===== config.mk =====
export PLATFORM = sky130hd
export DESIGN_NAME = zbt_sram
export DESIGN_NICKNAME = d
export VERILOG_FILES = /design/src/rtl/zbt_sram_pkg.sv /design/src/rtl/zbt_burst_ctl.sv /design/src/rtl/zbt_cmd_pipe.sv /design/src/rtl/zbt_lane_array.sv /design/src/rtl/zbt_sram.sv
export SDC_FILE = /design/constraint.sdc
export NUM_CORES = 1
export LEC_CHECK = 0
export BUFFER_PORTS_ARGS = -buffer_cell sky130_fd_sc_hd__buf_4
export CELL_PAD_IN_SITES_DETAIL_PLACEMENT = 2
export CELL_PAD_IN_SITES_GLOBAL_PLACEMENT = 2
export CORE_ASPECT_RATIO = 0.8
export CORE_UTILIZATION = 45
export DETAILED_ROUTE_END_ITERATION = 10
export PLACE_DENSITY_LB_ADDON = 0.08
export SLEW_MARGIN = 15
export SYNTH_ARGS = -nofsm -noshare
export SYNTH_HDL_FRONTEND = slang
export SYNTH_HIERARCHICAL = 1
export SYNTH_SLANG_ARGS = --single-unit

===== constraint.sdc =====
create_clock -name clk -period 6 [get_ports clk]
set_input_delay 0.9 -clock clk [delete_from_list [all_inputs] [get_ports clk]]
set_output_delay 0.9 -clock clk [all_outputs]
set_load 0.02 [all_outputs]

===== src/rtl/zbt_sram_pkg.sv =====
package zbt_sram_pkg;
  localparam int BYTE_W  = 9;  // bits per byte lane
  localparam int BURST_W = 2;  // burst counter width, burst of four
  localparam int BUS_LAT = 2;  // active edges from command to bus slot

  typedef enum logic [1:0] {
    CYC_IDLE  = 2'd0,
    CYC_LOAD  = 2'd1,
    CYC_CONT  = 2'd2,
    CYC_DESEL = 2'd3
  } cyc_kind_e;

  // low address bits of a burst beat
  function automatic logic [BURST_W-1:0] burst_lo(
    input logic [BURST_W-1:0] start,
    input logic [BURST_W-1:0] beat,
    input logic               ilv
  );
    burst_lo = ilv ? (start ^ beat) : (start + beat);
  endfunction
endpackage


===== src/rtl/zbt_burst_ctl.sv =====
module zbt_burst_ctl
  import zbt_sram_pkg::*;
#(
  parameter int ADDR_W = 6
) (
  input  logic              clk,
  input  logic              rst_n,
  input  logic              step,
  input  logic              adv_ld,
  input  logic              sel,
  input  logic              rw_n,
  input  logic              burst_ilv,
  input  logic [ADDR_W-1:0] addr,
  output logic              iss_vld,
  output logic              iss_we,
  output logic [ADDR_W-1:0] iss_addr,
  output logic              active
);
  logic              active_q;
  logic              we_q;
  logic [ADDR_W-1:0] base_q;
  logic [BURST_W-1:0] beat_q, beat_nx;
  cyc_kind_e         kind;

  always_comb begin
    beat_nx = beat_q + BURST_W'(1);
    if (!adv_ld) kind = sel ? CYC_LOAD : CYC_DESEL;
    else         kind = active_q ? CYC_CONT : CYC_IDLE;
    iss_vld  = (kind == CYC_LOAD) || (kind == CYC_CONT);
    iss_we   = (kind == CYC_LOAD) ? !rw_n : we_q;
    iss_addr = (kind == CYC_CONT)
             ? {base_q[ADDR_W-1:BURST_W], burst_lo(base_q[BURST_W-1:0], beat_nx, burst_ilv)}
             : addr;
  end

  always_ff @(posedge clk or negedge rst_n) begin
    if (!rst_n) begin
      active_q <= 1'b0;
      we_q     <= 1'b0;
      base_q   <= '0;
      beat_q   <= '0;
    end else if (step) begin
      unique case (kind)
        CYC_LOAD: begin
          active_q <= 1'b1;
          we_q     <= !rw_n;
          base_q   <= addr;
          beat_q   <= '0;
        end
        CYC_CONT:  beat_q   <= beat_nx;
        CYC_DESEL: active_q <= 1'b0;
        default: ;
      endcase
    end
  end

  assign active = active_q;
endmodule


===== src/rtl/zbt_cmd_pipe.sv =====
module zbt_cmd_pipe
  import zbt_sram_pkg::*;
#(
  parameter int ADDR_W = 6,
  parameter int LANES  = 2
) (
  input  logic              clk,
  input  logic              rst_n,
  input  logic              step,
  input  logic              in_vld,
  input  logic              in_we,
  input  logic [ADDR_W-1:0] in_addr,
  input  logic [LANES-1:0]  in_be_n,
  output logic              head_vld,
  output logic [ADDR_W-1:0] head_addr,
  output logic              mid_vld,
  output logic              mid_we,
  output logic [ADDR_W-1:0] mid_addr,
  output logic              slot_vld,
  output logic              slot_we,
  output logic [ADDR_W-1:0] slot_addr,
  output logic [LANES-1:0]  slot_be_n
);
  localparam int STAGES = BUS_LAT + 1;

  logic              vld_q  [STAGES];
  logic              we_q   [STAGES];
  logic [ADDR_W-1:0] addr_q [STAGES];
  logic [LANES-1:0]  ben_q  [STAGES];

  always_ff @(posedge clk or negedge rst_n) begin
    if (!rst_n) begin
      for (int i = 0; i < STAGES; i++) begin
        vld_q[i]  <= 1'b0;
        we_q[i]   <= 1'b0;
        addr_q[i] <= '0;
        ben_q[i]  <= '1;
      end
    end else if (step) begin
      vld_q[0]  <= in_vld;
      we_q[0]   <= in_we;
      addr_q[0] <= in_addr;
      ben_q[0]  <= in_be_n;
      for (int i = 1; i < STAGES; i++) begin
        vld_q[i]  <= vld_q[i-1];
        we_q[i]   <= we_q[i-1];
        addr_q[i] <= addr_q[i-1];
        ben_q[i]  <= ben_q[i-1];
      end
    end
  end

  assign head_vld  = vld_q[0];
  assign head_addr = addr_q[0];
  assign mid_vld   = vld_q[BUS_LAT-1];
  assign mid_we    = we_q[BUS_LAT-1];
  assign mid_addr  = addr_q[BUS_LAT-1];
  assign slot_vld  = vld_q[BUS_LAT];
  assign slot_we   = we_q[BUS_LAT];
  assign slot_addr = addr_q[BUS_LAT];
  assign slot_be_n = ben_q[BUS_LAT];
endmodule


===== src/rtl/zbt_lane_array.sv =====
module zbt_lane_array
  import zbt_sram_pkg::*;
#(
  parameter int ADDR_W = 6,
  parameter int LANES  = 2
) (
  input  logic                      clk,
  input  logic                      step,
  input  logic                      rd_en,
  input  logic [ADDR_W-1:0]         rd_addr,
  input  logic                      wr_en,
  input  logic [ADDR_W-1:0]         wr_addr,
  input  logic [LANES-1:0]          wr_be_n,
  input  logic [LANES*BYTE_W-1:0]   wr_data,
  output logic [LANES*BYTE_W-1:0]   rd_data
);
  localparam int DEPTH = 1 << ADDR_W;

  for (genvar g = 0; g < LANES; g++) begin : g_lane
    logic [BYTE_W-1:0] mem [DEPTH];
    logic [BYTE_W-1:0] rd_q;
    logic              lane_wr;

    assign lane_wr = wr_en && !wr_be_n[g];

    always_ff @(posedge clk) begin
      if (step) begin
        if (lane_wr) mem[wr_addr] <= wr_data[g*BYTE_W +: BYTE_W];
        if (rd_en) begin
          // same-edge write to the same word wins over the stale array word
          if (lane_wr && (wr_addr == rd_addr)) rd_q <= wr_data[g*BYTE_W +: BYTE_W];
          else                                 rd_q <= mem[rd_addr];
        end
      end
    end

    assign rd_data[g*BYTE_W +: BYTE_W] = rd_q;
  end
endmodule


===== src/rtl/zbt_sram.sv =====
module zbt_sram
  import zbt_sram_pkg::*;
#(
  parameter int ADDR_W = 6,
  parameter int LANES  = 2,
  localparam int DATA_W = LANES * BYTE_W
) (
  input  logic              clk,
  input  logic              rst_n,
  input  logic [ADDR_W-1:0] addr,
  input  logic              adv_ld,
  input  logic              rw_n,
  input  logic              clk_en_n,
  input  logic              sel_a_n,
  input  logic              sel_b_n,
  input  logic              sel_c,
  input  logic [LANES-1:0]  byte_we_n,
  input  logic              burst_ilv,
  input  logic              out_en_n,
  input  logic              sleep,
  output logic [DATA_W-1:0] dq_out,
  output logic              dq_oe,
  input  logic [DATA_W-1:0] dq_in
);
  logic              step;
  logic              sel;
  logic              iss_vld, iss_we;
  logic [ADDR_W-1:0] iss_addr;
  logic              burst_active;
  logic              head_vld;
  logic [ADDR_W-1:0] head_addr;
  logic              mid_vld, mid_we;
  logic [ADDR_W-1:0] mid_addr;
  logic              slot_vld, slot_we;
  logic [ADDR_W-1:0] slot_addr;
  logic [LANES-1:0]  slot_be_n;
  logic [DATA_W-1:0] rd_data;

  assign step = !clk_en_n && !sleep;
  assign sel  = !sel_a_n && !sel_b_n && sel_c;

  zbt_burst_ctl #(.ADDR_W(ADDR_W)) u_burst (
    .clk(clk), .rst_n(rst_n), .step(step), .adv_ld(adv_ld), .sel(sel),
    .rw_n(rw_n), .burst_ilv(burst_ilv), .addr(addr),
    .iss_vld(iss_vld), .iss_we(iss_we), .iss_addr(iss_addr), .active(burst_active)
  );

  zbt_cmd_pipe #(.ADDR_W(ADDR_W), .LANES(LANES)) u_pipe (
    .clk(clk), .rst_n(rst_n), .step(step),
    .in_vld(iss_vld), .in_we(iss_we), .in_addr(iss_addr), .in_be_n(byte_we_n),
    .head_vld(head_vld), .head_addr(head_addr),
    .mid_vld(mid_vld), .mid_we(mid_we), .mid_addr(mid_addr),
    .slot_vld(slot_vld), .slot_we(slot_we), .slot_addr(slot_addr), .slot_be_n(slot_be_n)
  );

  zbt_lane_array #(.ADDR_W(ADDR_W), .LANES(LANES)) u_array (
    .clk(clk), .step(step),
    .rd_en(mid_vld && !mid_we), .rd_addr(mid_addr),
    .wr_en(slot_vld && slot_we), .wr_addr(slot_addr), .wr_be_n(slot_be_n),
    .wr_data(dq_in), .rd_data(rd_data)
  );

  assign dq_out = rd_data;
  assign dq_oe  = slot_vld && !slot_we && !out_en_n;
endmodule


# After elaboration in Yosys (flattened, before gate mapping)
# Memories as Yosys holds them, arrays and structs flattened. A register that Yosys moved wholly into a read port is not among the register bits.
# Index checks and enable logic that the tools add are counted.
dict set report classes {
  n_mux 14
  addsub 2
  eq_ne 3
  bitwise_logic 1
  n_reduce_logical 26
}
# op n
set ops {}
lappend ops {{zero test 1 bit} 10}
lappend ops {{logical AND 1 bit} 9}
lappend ops {{two-way mux 2 bit} 4}
lappend ops {{AND reduction 2 bit} 4}
lappend ops {{two-way mux 1 bit} 7}
lappend ops {{two-way mux 6 bit} 1}
lappend ops {{== test 2 bit, second input constant} 2}
lappend ops {{one-hot mux 2 bit (2 select lines)} 1}
lappend ops {{nonzero test 2 bit} 2}
lappend ops {{adder 2 x 1 -> 2 bit, second input constant} 1}
lappend ops {{adder 2 bit} 1}
lappend ops {{== test 2 x 1 -> 1 bit, second input constant} 1}
lappend ops {{one-hot mux 1 bit (2 select lines)} 1}
lappend ops {{bitwise XOR 2 bit} 1}
lappend ops {{logical OR 1 bit} 1}
dict set report word_totals {
  in_bits 37
  out_inout_bits 19
  word_cells 63
  mem_bits_rw 1152
  memories 2
  ff_bits 39
}
# name words word_bits read_ports rd_ports_with_merged_regs wr line_no
set mem_list {}
lappend mem_list {{u_array.g_lane[0].mem} 64 9 1 1 1 zbt_lane_array.sv:20} ;# logic [BYTE_W-1:0] mem [DEPTH];
lappend mem_list {{u_array.g_lane[1].mem} 64 9 1 1 1 zbt_lane_array.sv:20}

# Longest topological paths before layout
# Gate-level depths: netlist of the first run.
dict set report depth {
  depth_word 8
  ltp_mapped 10
  ltp_nobuf 6
}

# By module
# The synthesis of the first run kept the hierarchy.
# mod area_per_inst_um2 cells_each seq_area_each_um2 n_inst
set by_module_without_submodules {}
lappend by_module_without_submodules {zbt_lane_array 45492.4 2157 35133.7 1}
lappend by_module_without_submodules {zbt_cmd_pipe 1257.5 65 758.2 1}
lappend by_module_without_submodules {zbt_burst_ctl 569.3 47 250.2 1}
lappend by_module_without_submodules {zbt_sram 41.3 5 0.0 1}

# Least setup slack after synthesis of the first run
# Ideal clock, no wire load.
dict set report synth_path {
  kind {in2reg}
  start {in sleep}
  end {mem u_array.g_lane[1].mem[55][0], enable pin}
  path_buffers 2
  path_stages 6
  t_arrival_ns 2.740
  setup_slack_ns 2.886
  required_time_ns 5.626
  setup_time_ns 0.374
  cell_sequence {nor2_1 nand2_1 clkbuf_1 or3_1 clkbuf_1 nor2_1}
}
dict set report synth_via {
  elab_chain_len 4
}
# element line_no
set synth_rtl {}
lappend synth_rtl {{start: declaration} zbt_sram.sv:20} ;# input logic sleep,
lappend synth_rtl {{zero test 1 bit} zbt_sram.sv:39} ;# assign step = !clk_en_n && !sleep;
lappend synth_rtl {{logical AND 1 bit} zbt_sram.sv:39}
lappend synth_rtl {{two-way mux 1 bit} zbt_lane_array.sv:27} ;# if (step) begin
lappend synth_rtl {{two-way mux 1 bit (implied by the code)} zbt_lane_array.sv:28} ;# if (lane_wr) mem[wr_addr] <= wr_data[g*BYTE_W +: BYTE_W];
lappend synth_rtl {{end: declaration} zbt_lane_array.sv:20}
# Every way passes these cells.

==> results of run 1 <==
[per-layer routing]
metal,GRT usage [%],vias up,routed length (um),part of all wire (%)
met2,41.2,895,65800,47
met4,5.95,0,2760,2.0
met3,4.35,141,8480,6.1
met5,0,-,0,0
met1,39.9,13600,62800,45
li1,-,9618,-,-
[flip-flops by register name (all words and copies together) (netlist names)]
signal	flops
u_pipe/slot_be_n	2
u_pipe/head_addr	6
u_burst/base_q	6
u_pipe/slot_addr	6
u_pipe/slot_vld	1
u_array/g_lane.rd_q	18
u_array/g_lane.mem	1152
u_pipe/mid_we	1
u_burst/beat_q	2
u_pipe/we_q	1
u_burst/active	1
u_pipe/mid_addr	6
u_pipe/mid_vld	1
u_pipe/head_vld	1
u_burst/we_q	1
u_pipe/ben_q	4
u_pipe/slot_we	1
[metrics by stage]
step / hold slack (ps) / utilization [%]
after floorplan: 450 / -
after global placement: 463 / 47.0
after detailed placement: 489 / 47.0
after CTS: 170 / 50.7
after global routing: 195 / 50.7
final: 205 / 50.7
[cells by family after synthesis]
logic type | share of synthesized area (%)
AND/OR/NAND/NOR | 3.17
buffers and inverters | 1.85
flip-flops | 76.3
AO/OA/AOI/OAI | 3.44
adder cells (fa/ha/maj) | 0.0264
XOR/XNOR | 0.177
multiplexers | 15.0
[final cells by class]
cell class / count / share of cell area [%]
clock buffers: 157 / 6.07
flip-flops and latches: 1210 / 68.3
inverters: 6 / 0.0473
clock inverters: 72 / 1.13
diodes: 1 / 0.00473
repair buffers: 97 / 1.53
multi-input cells: 920 / 19.6
well taps: 1404 / 3.32
[power by group]
| group | internal (W) | leakage, nW | total (W) | switching [W] |
|---|---|---|---|---|
| Clock | 0.00415 | 1.87 | 0.00739 | 0.00324 |
| Sequential | 0.00937 | 11.0 | 0.00961 | 0.000241 |
| Combinational | 0.00136 | 3.81 | 0.00343 | 0.00207 |
[placed cells by master (no fill, tap or decap), types with 6 or more instances in the layout]
master,netlist,routed
mux2i_1,92,92
buf_12,1,6
nand3b_1,8,8
a221oi_1,19,19
a21oi_1,20,20
nand3_1,15,15
edfxtp_1,1170,1170
or3_1,14,14
xor2_1,6,6
a22o_1,17,17
clkbuf_1,42,31
a211oi_1,31,31
mux4_2,234,234
a22oi_1,22,22
o22ai_1,39,39
nor3_1,7,7
a32o_1,15,15
o21ai_0,25,25
mux2_4,30,30
nor2_1,145,137
nor2b_1,14,12
dfstp_2,6,6
clkinv_2,0,21
nor2_2,1,8
nand4_1,16,16
nand2b_1,20,20
nand2_1,41,41
a221oi_2,10,10
bufinv_16,0,9
dfrtp_1,34,28
buf_4,33,90
mux2_2,28,28
clkbuf_16,0,121
mux4_1,6,6
clkinv_1,0,34
[worst max-delay path, stage by stage, from the launching register on]
cell      delay (ps)
dfrtp_4          940
buf_12           460
buf_4            450
mux4_2           450
a221oi_1         510
nand4_1          350
a32o_1           320
[worst max path at each step]
stage	from	to	depth (start not counted)
global route	u_pipe/mid_addr[2]$_DFFE_PN0P_	u_array/g_lane[0].rd_q[8]$_DFFE_PP_	6
CTS	u_pipe/mid_addr[2]$_DFFE_PN0P_	u_array/g_lane[0].rd_q[8]$_DFFE_PP_	6
global placement	u_pipe/mid_addr[2]$_DFFE_PN0P_	u_array/g_lane[0].rd_q[8]$_DFFE_PP_	6
detailed placement	u_pipe/mid_addr[2]$_DFFE_PN0P_	u_array/g_lane[0].rd_q[8]$_DFFE_PP_	6
finish	u_pipe/mid_addr[2]$_DFFE_PN0P_	u_array/g_lane[0].rd_q[0]$_DFFE_PP_	6
floorplan	sleep	u_array/g_lane[1].mem[55][0]$_DFFE_PP_	6
==> impl_metrics.json, run 1 <==
{
  "syn2layout_area_growth_pct": 11.8,
  "synth_top_area_cell": "edfxtp_1",
  "path_max_fanout": 74,
  "ant_nets": 0,
  "ff2ff_path_depth": 6,
  "finalCriticalPeriod_ps": 3950,
  "drt-total-wl_um": 140000,
  "cts_hold_buf": 0,
  "gr-total-overflow": 0,
  "grt_pass1_wl_um": 199000,
  "seq_area_frac_synth_pct": 76.3,
  "cts_max_level": 3,
  "dpl.hpwl_um": 87300,
  "post-route-period-util_pct": 65.9,
  "critPathKind": "reg2reg",
  "ys_types": 64,
  "grt_start_max_net_pins": 99,
  "stdcell_area_um2": 53000,
  "dp_cells": 3635,
  "clock_sinks": 1210,
  "cts_setup_buffers": 0,
  "drt_pass1_iterations": 5,
  "io-pin-count": 56,
  "dieArea_um2": 107000,
  "num_vias": 24200,
  "syn_area_per_cell_um2": 20.8,
  "synthTopCellsByArea": "edfxtp_1, mux4_2, mux2i_1",
  "wl_per_cell_um": 36.2,
  "fmax_mhz": 253,
  "max-clock-path-buffers": 3,
  "critPathLaunchType": "flip-flop",
  "fin_ws_ps": 2050,
  "root_buffer": "clkbuf_16",
  "rsz0062_at_grt": "false",
  "core_um2": 104000,
  "start_util_pct": 45.4,
  "ys_ff_latch": 1210,
  "antenna_found_initial": 3,
  "cts_tree": "built",
  "worstReg2RegStart": "u_pipe/mid_addr[2]$_DFFE_PN0P_",
  "leakage_nw": 16.7,
  "multi_input_area_um2": 10400,
  "die_w_um": 365,
  "ys.warnings.count": 6,
  "synth_top_area_share_pct": 74.2,
  "total_power_w": 0.0204,
  "finalNonFillerCells": 3867,
  "drtIter0Drc": 2642,
  "synth_most_common_cell": "edfxtp_1",
  "grt_usage_pct": 26.7,
  "ff2ff_setup_slack_ps": 2050,
  "grt_pass1_vias": 25500,
  "placed_area_um2": 49100,
  "ctsResizeCount": 0,
  "power_density_nw_per_um2": 386,
  "place_congestion": 0.821,
  "clk_latency_ps": 730,
  "ys_async_sr_fraction_pct": 3.31,
  "worst_pin_slew_ps": 1310,
  "cts_buffers": 120,
  "clk_pin_slew_ps": 60,
  "synth-edff-count": 1170,
  "setup_violations": 0,
  "port_buffers": 55,
  "cp-end-kind": "flip-flop",
  "slew_headroom_pct": 12.3,
  "nets": 2393,
  "rows": 106,
  "place_ws_ps": 2000,
  "cp.required_ps": 6480,
  "setup_tns_ps": 0,
  "maxCapViolCount": 0,
  "ys_top_cells_by_count": "edfxtp_1, mux4_2, nor2_1",
  "min_path_type": "in2async",
  "rr_endpoint": "u_array/g_lane[0].rd_q[0]$_DFFE_PP_",
  "ff_latch_area_um2": 36200,
  "drv_slew": 0,
  "synthFlopType": "edfxtp_1",
  "via_per_inst": 6.26,
  "fp.dieH_um": 292,
  "netlist_area_um2": 47400,
  "skew_ps": 28.3,
  "fillCellCount": 8992,
  "syn_nets": 2312,
  "ir_drop_mv": 0.231,
  "crit_arrival_ps": 4430,
  "final_hold_viol_count": 0,
  "run_status": "completed",
  "final_layout_size_suffix_gt1_share_pct": 24.3,
  "synth_cells": 2274,
  "drcViolationCount": 0
}
Power figures use the tool's default switching activity.
==> run 2, diff against run 1 <==
==> constraint.sdc (replaced) <==
create_clock -name clk -period 3.3 [get_ports clk]
set_input_delay 0.495 -clock clk [delete_from_list [all_inputs] [get_ports clk]]
set_output_delay 0.495 -clock clk [all_outputs]
set_load 0.02 [all_outputs]
==> run 2 against run 1 <==
Register-to-register slack got worse by 1900 ps. Die area unchanged. Cell count increased by 5.6%. Sequential cell count unchanged. Core utilization increased by 1.8 points. Cell area increased by 3.5%. Clock skew decreased by 2.5 ps. Sequential power increased by 81%. Critical endpoint is now u_array/g_lane[0].rd_q[4]$_DFFE_PP_. Highest routed layer is now met5.
==> impl_metrics.json, run 2 (synthesis gave the netlist of run 1 again) <==
{
  "run_status": "completed",
  "slew_headroom_pct": 39.4,
  "skew_ps": 25.8,
  "mostFrequentLayoutCells": "edfxtp_1, buf_4, mux4_2",
  "fin_hold_ws_ps": 56.0,
  "ff2ff_path_depth": 6,
  "setup_violations": 0,
  "io-pin-count": 56,
  "ant_nets": 0,
  "cp-end-kind": "flip-flop",
  "maxCapViolCount": 0,
  "nets": 2613,
  "total_power_w": 0.0378,
  "fillCellCount": 8931,
  "cts_max_level": 3,
  "critPathLaunchType": "flip-flop",
  "finalCriticalPeriod_ps": 3130,
  "drt_pass1_iterations": 5,
  "largest-register": "u_array/g_lane.mem",
  "grt_usage_pct": 27.1,
  "place_congestion": 0.836,
  "clock_sinks": 1210,
  "rr_endpoint": "u_array/g_lane[0].rd_q[4]$_DFFE_PP_",
  "die_w_um": 365,
  "largest_reg_flops": 1152,
  "root_buffer": "clkbuf_16",
  "syn2layout_area_growth_pct": 15.7,
  "final_core_util_pct": 52.5,
  "critPathKind": "reg2reg",
  "core_um2": 104000,
  "gr-total-overflow": 0,
  "min_path_type": "in2reg",
  "ctsResizeCount": 0,
  "crit_end": "u_array/g_lane[0].rd_q[4]$_DFFE_PP_",
  "top_regs": "u_array/g_lane.mem: 1152 flops, u_array/g_lane.rd_q: 18 flops",
  "final_layout_size_suffix_gt1_share_pct": 30.4,
  "drtIter0Drc": 2373,
  "wl_per_cell_um": 34.8,
  "antenna_found_initial": 6,
  "final_common_cell": "edfxtp_1",
  "power_density_nw_per_um2": 691,
  "clk_latency_ps": 730,
  "setup_tns_ps": 0,
  "drt-total-wl_um": 142000,
  "grt_pass1_wl_um": 202000,
  "grt_pass1_vias": 26700,
  "crit_arrival_ps": 3580,
  "fmax_mhz": 320,
  "cp.required_ps": 3750,
  "holdPathStages": 2,
  "crit_start": "u_pipe/mid_addr[2]$_DFFE_PN0P_",
  "rsz0062_at_grt": "false",
  "ir_drop_mv": 0.445,
  "dpl.hpwl_um": 93500,
  "dieArea_um2": 107000,
  "worstReg2RegStart": "u_pipe/mid_addr[2]$_DFFE_PN0P_",
  "ff2ff_setup_slack_ps": 170,
  "port_buffers": 55,
  "post-route-period-util_pct": 94.8,
  "cts_setup_buffers": 0,
  "final_hold_viol_count": 0,
  "max-clock-path-buffers": 3,
  "worst_pin_slew_ps": 909,
  "rows": 106,
  "drv_slew": 0,
  "fp.dieH_um": 292,
  "drcViolationCount": 0,
  "path_max_fanout": 31,
  "multi_input_area_um2": 10400,
  "via_per_inst": 6.08,
  "num_vias": 24800,
  "cts_tree": "built",
  "cts_buffers": 121,
  "leakage_nw": 17.9,
  "ff_latch_area_um2": 36200,
  "grt_start_max_net_pins": 66,
  "start_util_pct": 45.4,
  "clk_pin_slew_ps": 60,
  "diodes": 0
}
==> run 2: cell types whose count changed in the layout (fill, tap and decap cells not counted), moves of 3 or more <==
cell and delta:
nor2_2 -7, nor3b_4 -3, buf_12 +10, inv_6 -3, nor2_1 +7, clkinv_8 +3, nor3b_2 +3, clkbuf_1 -8
clkinv_1 -10, clkinv_2 +8, buf_4 +200, dlygate4sd3_1 +10, clkinvlp_4 +5
==> run 2: worst min-delay path by stage <==
stage	from	end	slack, ps
after floorplan	rst_n	u_burst/active$_DFFE_PN0P_	200
final	adv_ld	u_burst/beat_q[0]$_DFFE_PN0P_	60
after CTS	adv_ld	u_burst/beat_q[0]$_DFFE_PN0P_	10
after global placement	u_burst/we_q$_DFFE_PN0P_	u_burst/we_q$_DFFE_PN0P_	460
after global routing	adv_ld	u_burst/beat_q[0]$_DFFE_PN0P_	50
after detailed placement	u_burst/base_q[4]$_DFFE_PN0P_	u_burst/base_q[4]$_DFFE_PN0P_	490
==> run 2: where the power goes <==
part / internal (W) / switching (W) / leakage [nW]
sequential: 0.0170 / 0.000374 / 11.0
combinational: 0.00292 / 0.00391 / 4.96
clock: 0.00768 / 0.00593 / 1.91
total: 0.0276 / 0.0102 / 17.9
==> run 2: per-stage QoR <==
stage          setup slack [ps]  cells  instance area (um2)
6_report                    172   4083                54800
5_1_grt                    69.2   4083                54800
4_1_cts                     137   4083                54800
3_5_place_dp                151   3846                50800
3_3_place_gp                169   3846                50800
2_1_floorplan               591   2274                47400
==> run 2: layout make-up <==
type	count	area share, %
sequential	1210	66.0
multi-input combinational	920	18.9
clock buffer	153	5.95
timing repair buffer	316	4.74
tap	1404	3.21
clock inverter	74	1.17
inverter	6	0.0457
==> run 2: critical path, cell delays in order (launching register included) <==
cell and delay, ps:
dfrtp_4 730, buf_4 520, mux4_2 430, a221oi_2 470, buf_4 190, nand4_1 180
a32o_1 300
==> run 2: routing by layer <==
layer,routed length [um],part of all wire (%),GRT usage (%),up-vias
met4,2980,2.1,5.97,2
met5,13,0.0092,0,-
met2,67100,47,42.4,819
met1,63400,45,40.4,13800
met3,8390,5.9,4.19,156
li1,-,-,-,10100
==> run 2: repair_timing <==
action,in CTS,in global routing
hold buffers,10,0
setup endpoints to repair,0,0
endpoints found under the hold margin,43,0
==> run 3, diff against run 2 <==
--- a/config.mk
+++ b/config.mk
@@ -5,11 +5,12 @@
 export SDC_FILE = /design/constraint.sdc
 export NUM_CORES = 1
 export LEC_CHECK = 0
+export ABC_AREA = 1
 export BUFFER_PORTS_ARGS = -buffer_cell sky130_fd_sc_hd__buf_4
 export CELL_PAD_IN_SITES_DETAIL_PLACEMENT = 2
 export CELL_PAD_IN_SITES_GLOBAL_PLACEMENT = 2
 export CORE_ASPECT_RATIO = 0.8
-export CORE_UTILIZATION = 45
+export CORE_UTILIZATION = 39
 export DETAILED_ROUTE_END_ITERATION = 10
 export PLACE_DENSITY_LB_ADDON = 0.08
 export SLEW_MARGIN = 15
@@ -17,3 +18,4 @@
 export SYNTH_HDL_FRONTEND = slang
 export SYNTH_HIERARCHICAL = 1
 export SYNTH_SLANG_ARGS = --single-unit
+export TNS_END_PERCENT = 20
==> run 3 against run 2 <==
First-iteration DRC count is 2.2% higher. Sequential power barely moved. Total power decreased by 1.0%. Sequential cell count unchanged. Critical endpoint is now u_array/g_lane[1].rd_q[1]$_DFFE_PP_. Highest routed layer unchanged.
==> impl_metrics.json, run 3 <==
{
  "worstReg2RegStart": "u_pipe/mid_addr[0]$_DFFE_PN0P_",
  "final_hold_viol_count": 0,
  "largest_reg_flops": 1152,
  "ys_async_sr_fraction_pct": 3.31,
  "rows": 116,
  "crit_arrival_ps": 3360,
  "grt_pass1_wl_um": 251000,
  "root_buffer": "clkbuf_16",
  "syn2layout_area_growth_pct": 15.2,
  "ys_top_cells_by_count": "nand2_1, edfxtp_1, nand3_1",
  "ant_nets": 0,
  "ff2ff_path_depth": 12,
  "port_buffers": 55,
  "largest-register": "u_array/g_lane.mem",
  "path_max_fanout": 38,
  "seq_area_frac_synth_pct": 73.1,
  "dpl.hpwl_um": 103000,
  "syn_area_per_cell_um2": 11.5,
  "ys.warnings.count": 6,
  "drcViolationCount": 0,
  "nets": 4497,
  "drt-total-wl_um": 169000,
  "holdPathStages": 4,
  "cp.required_ps": 3920,
  "grt_pass1_vias": 36900,
  "place_congestion": 0.799,
  "fillCellCount": 12700,
  "synth_top_area_share_pct": 71.0,
  "die_w_um": 400,
  "ys_ff_latch": 1210,
  "worst_pin_slew_ps": 1150,
  "critPathKind": "reg2reg",
  "total_power_w": 0.0375,
  "finalCriticalPeriod_ps": 2740,
  "switching_share_pct": 29.0,
  "clock_sinks": 1210,
  "run_status": "completed",
  "start_util_pct": 39.4,
  "cts_tree": "built",
  "gr-total-overflow": 0,
  "final_layout_size_suffix_gt1_share_pct": 10.7,
  "syn_nets": 4351,
  "cts_max_level": 4,
  "rsz0062_at_grt": "false",
  "switching_power_w": 0.0109,
  "power_density_nw_per_um2": 657,
  "drt_pass1_iterations": 6,
  "final_common_cell": "nand2_1",
  "core_um2": 125000,
  "rr_endpoint": "u_array/g_lane[1].rd_q[1]$_DFFE_PP_",
  "leakage_nw": 20.6,
  "synth_most_common_cell": "nand2_1",
  "intPower_w": 0.0266,
  "setup_tns_ps": 0,
  "synthFlopType": "edfxtp_1",
  "fp.dieH_um": 321,
  "netlist_area_um2": 49500,
  "fmax_mhz": 364,
  "clkPwrFrac_pct": 37.9,
  "power_frac_comb_pct": 16.3,
  "slew_headroom_pct": 23.5,
  "mostFrequentLayoutCells": "nand2_1, edfxtp_1, nand3_1",
  "cp-end-kind": "flip-flop",
  "drtIter0Drc": 2426,
  "max-clock-path-buffers": 3,
  "hold_start": "sel_b_n",
  "post-route-period-util_pct": 83.1,
  "cts_setup_buffers": 0,
  "via_per_inst": 5.57,
  "skew_ps": 21.7,
  "ff2ff_setup_slack_ps": 560,
  "ys_types": 27,
  "critPathLaunchType": "flip-flop",
  "num_vias": 34600,
  "wl_per_cell_um": 27.2,
  "cts_buffers": 133,
  "maxCapViolCount": 0,
  "min_path_type": "in2reg",
  "clk_pin_slew_ps": 60,
  "ir_drop_mv": 0.518,
  "top_regs": "u_array/g_lane.mem: 1152 flops, u_array/g_lane.rd_q: 18 flops",
  "synthTopCellsByArea": "edfxtp_1, nand2_1, nand3_1",
  "holdPathEnd": "u_burst/base_q[3]$_DFFE_PN0P_",
  "dieArea_um2": 128000,
  "clk_latency_ps": 770,
  "seqPwrFrac_pct": 45.7,
  "fin_hold_ws_ps": 214,
  "synth_top_area_cell": "edfxtp_1",
  "synth-edff-count": 1170,
  "drv_slew": 0,
  "io-pin-count": 56,
  "grt_usage_pct": 26.7,
  "grt_start_max_net_pins": 100,
  "synth_cells": 4313,
  "setup_violations": 0,
  "antenna_found_initial": 2
}
-- run 3: changes by cell type in the layout (fill, tap and decap cells not counted), moves of 20 or more --
cell | previous run | this run
nand2_1 | 41 | 1566
nand3_1 | 15 | 1041
mux4_2 | 234 | 0
mux2i_1 | 92 | 0
buf_4 | 290 | 237
o22ai_1 | 39 | 0
a211oi_1 | 31 | 0
mux2_4 | 30 | 0
mux2_2 | 28 | 0
inv_1 | 5 | 29
o21ai_0 | 25 | 2
a22oi_1 | 22 | 0
nand2b_1 | 20 | 0
-- run 3: timing repair --
| action | in CTS | in global routing |
|---|---|---|
| hold endpoints to repair | 45 | 0 |
| hold buffers | 11 | 0 |
| gates resized for setup | 0 | 0 |
-- run 3: final cells by class --
cell class                      count  area (um2)  area share, %
Sequential cell                  1210       36200           63.4
Multi-Input combinational cell   2790       12000           21.0
Clock buffer                      171        3580           6.28
Timing Repair Buffer              281        2550           4.47
Tap cell                         1652        2070           3.63
Clock inverter                     64         470          0.825
Inverter                           43         183          0.321
Antenna cell                        2        5.00        0.00878
-- run 3: critical path, cell delays in order, from the launching register on --
cell and delay, ps:
dfrtp_4 590, inv_8 260, buf_4 480, nand2_1 110, nand3_1 170, nand3_1 110
nand3_1 160, nand2_1 140, nand2_1 80, nand3_1 180, nand2_1 120, nand2_1 60
nand2_1 80
-- run 3: worst max-delay path by stage --
stage | from | end | slack [ps] | cells after the start
5_1_grt | u_pipe/mid_addr[0]$_DFFE_PN0P_ | u_array/g_lane[1].rd_q[8]$_DFFE_PP_ | 450 | 12
4_1_cts | u_pipe/mid_addr[0]$_DFFE_PN0P_ | u_array/g_lane[1].rd_q[6]$_DFFE_PP_ | 630 | 12
2_1_floorplan | sleep | u_array/g_lane[0].mem[15][0]$_DFFE_PP_ | 690 | 6
6_report | u_pipe/mid_addr[0]$_DFFE_PN0P_ | u_array/g_lane[1].rd_q[1]$_DFFE_PP_ | 560 | 12
3_3_place_gp | sleep | u_array/g_lane[1].mem[33][1]$_DFFE_PP_ | 640 | 8
3_5_place_dp | sleep | u_array/g_lane[1].mem[52][7]$_DFFE_PP_ | 580 | 6
-- run 3: cell families after synthesis --
logic type               count (synthesis)  synth area share, %
buffers and inverters                  313                 2.80
AND/OR/NAND/NOR                       2770                 23.9
XOR/XNOR                                 2               0.0354
adder cells (fa/ha/maj)                  1               0.0253
AO/OA/AOI/OAI                           17                0.225
flip-flops                            1210                 73.1
-- run 3: layer usage --
layer  up-vias  track usage (%)  wire length [um]
met5         -                0                18
met4         2             7.03              3230
met3       186             3.50              7130
met2       687             42.0             79300
met1     18400             38.7             79600
li1      15400                -                 -
-- run 3: stage by stage --
stage | setup WS (ps) | utilization, % | instance area [um2] | cells
final | 556 | 45.4 | 57000 | 6213
after global routing | 451 | 45.4 | 57000 | 6211
after CTS | 630 | 45.4 | 57000 | 6211
after detailed placement | 580 | 42.1 | 52800 | 5965
after global placement | 641 | 42.1 | 52800 | 5965
after floorplan | 686 | - | 49500 | 4313
-- run 3: power by group through the flow --
stage | sequential (W) | clock [W] | combinational [W]
finish | 0.0171 | 0.0142 | 0.00612
global route | 0.0171 | 0.0151 | 0.00664
CTS | 0.0171 | 0.0146 | 0.00615
detailed placement | 0.0175 | 0 | 0.00607
global placement | 0.0174 | 0 | 0.00593
floorplan | 0.0174 | 0 | 0.00339
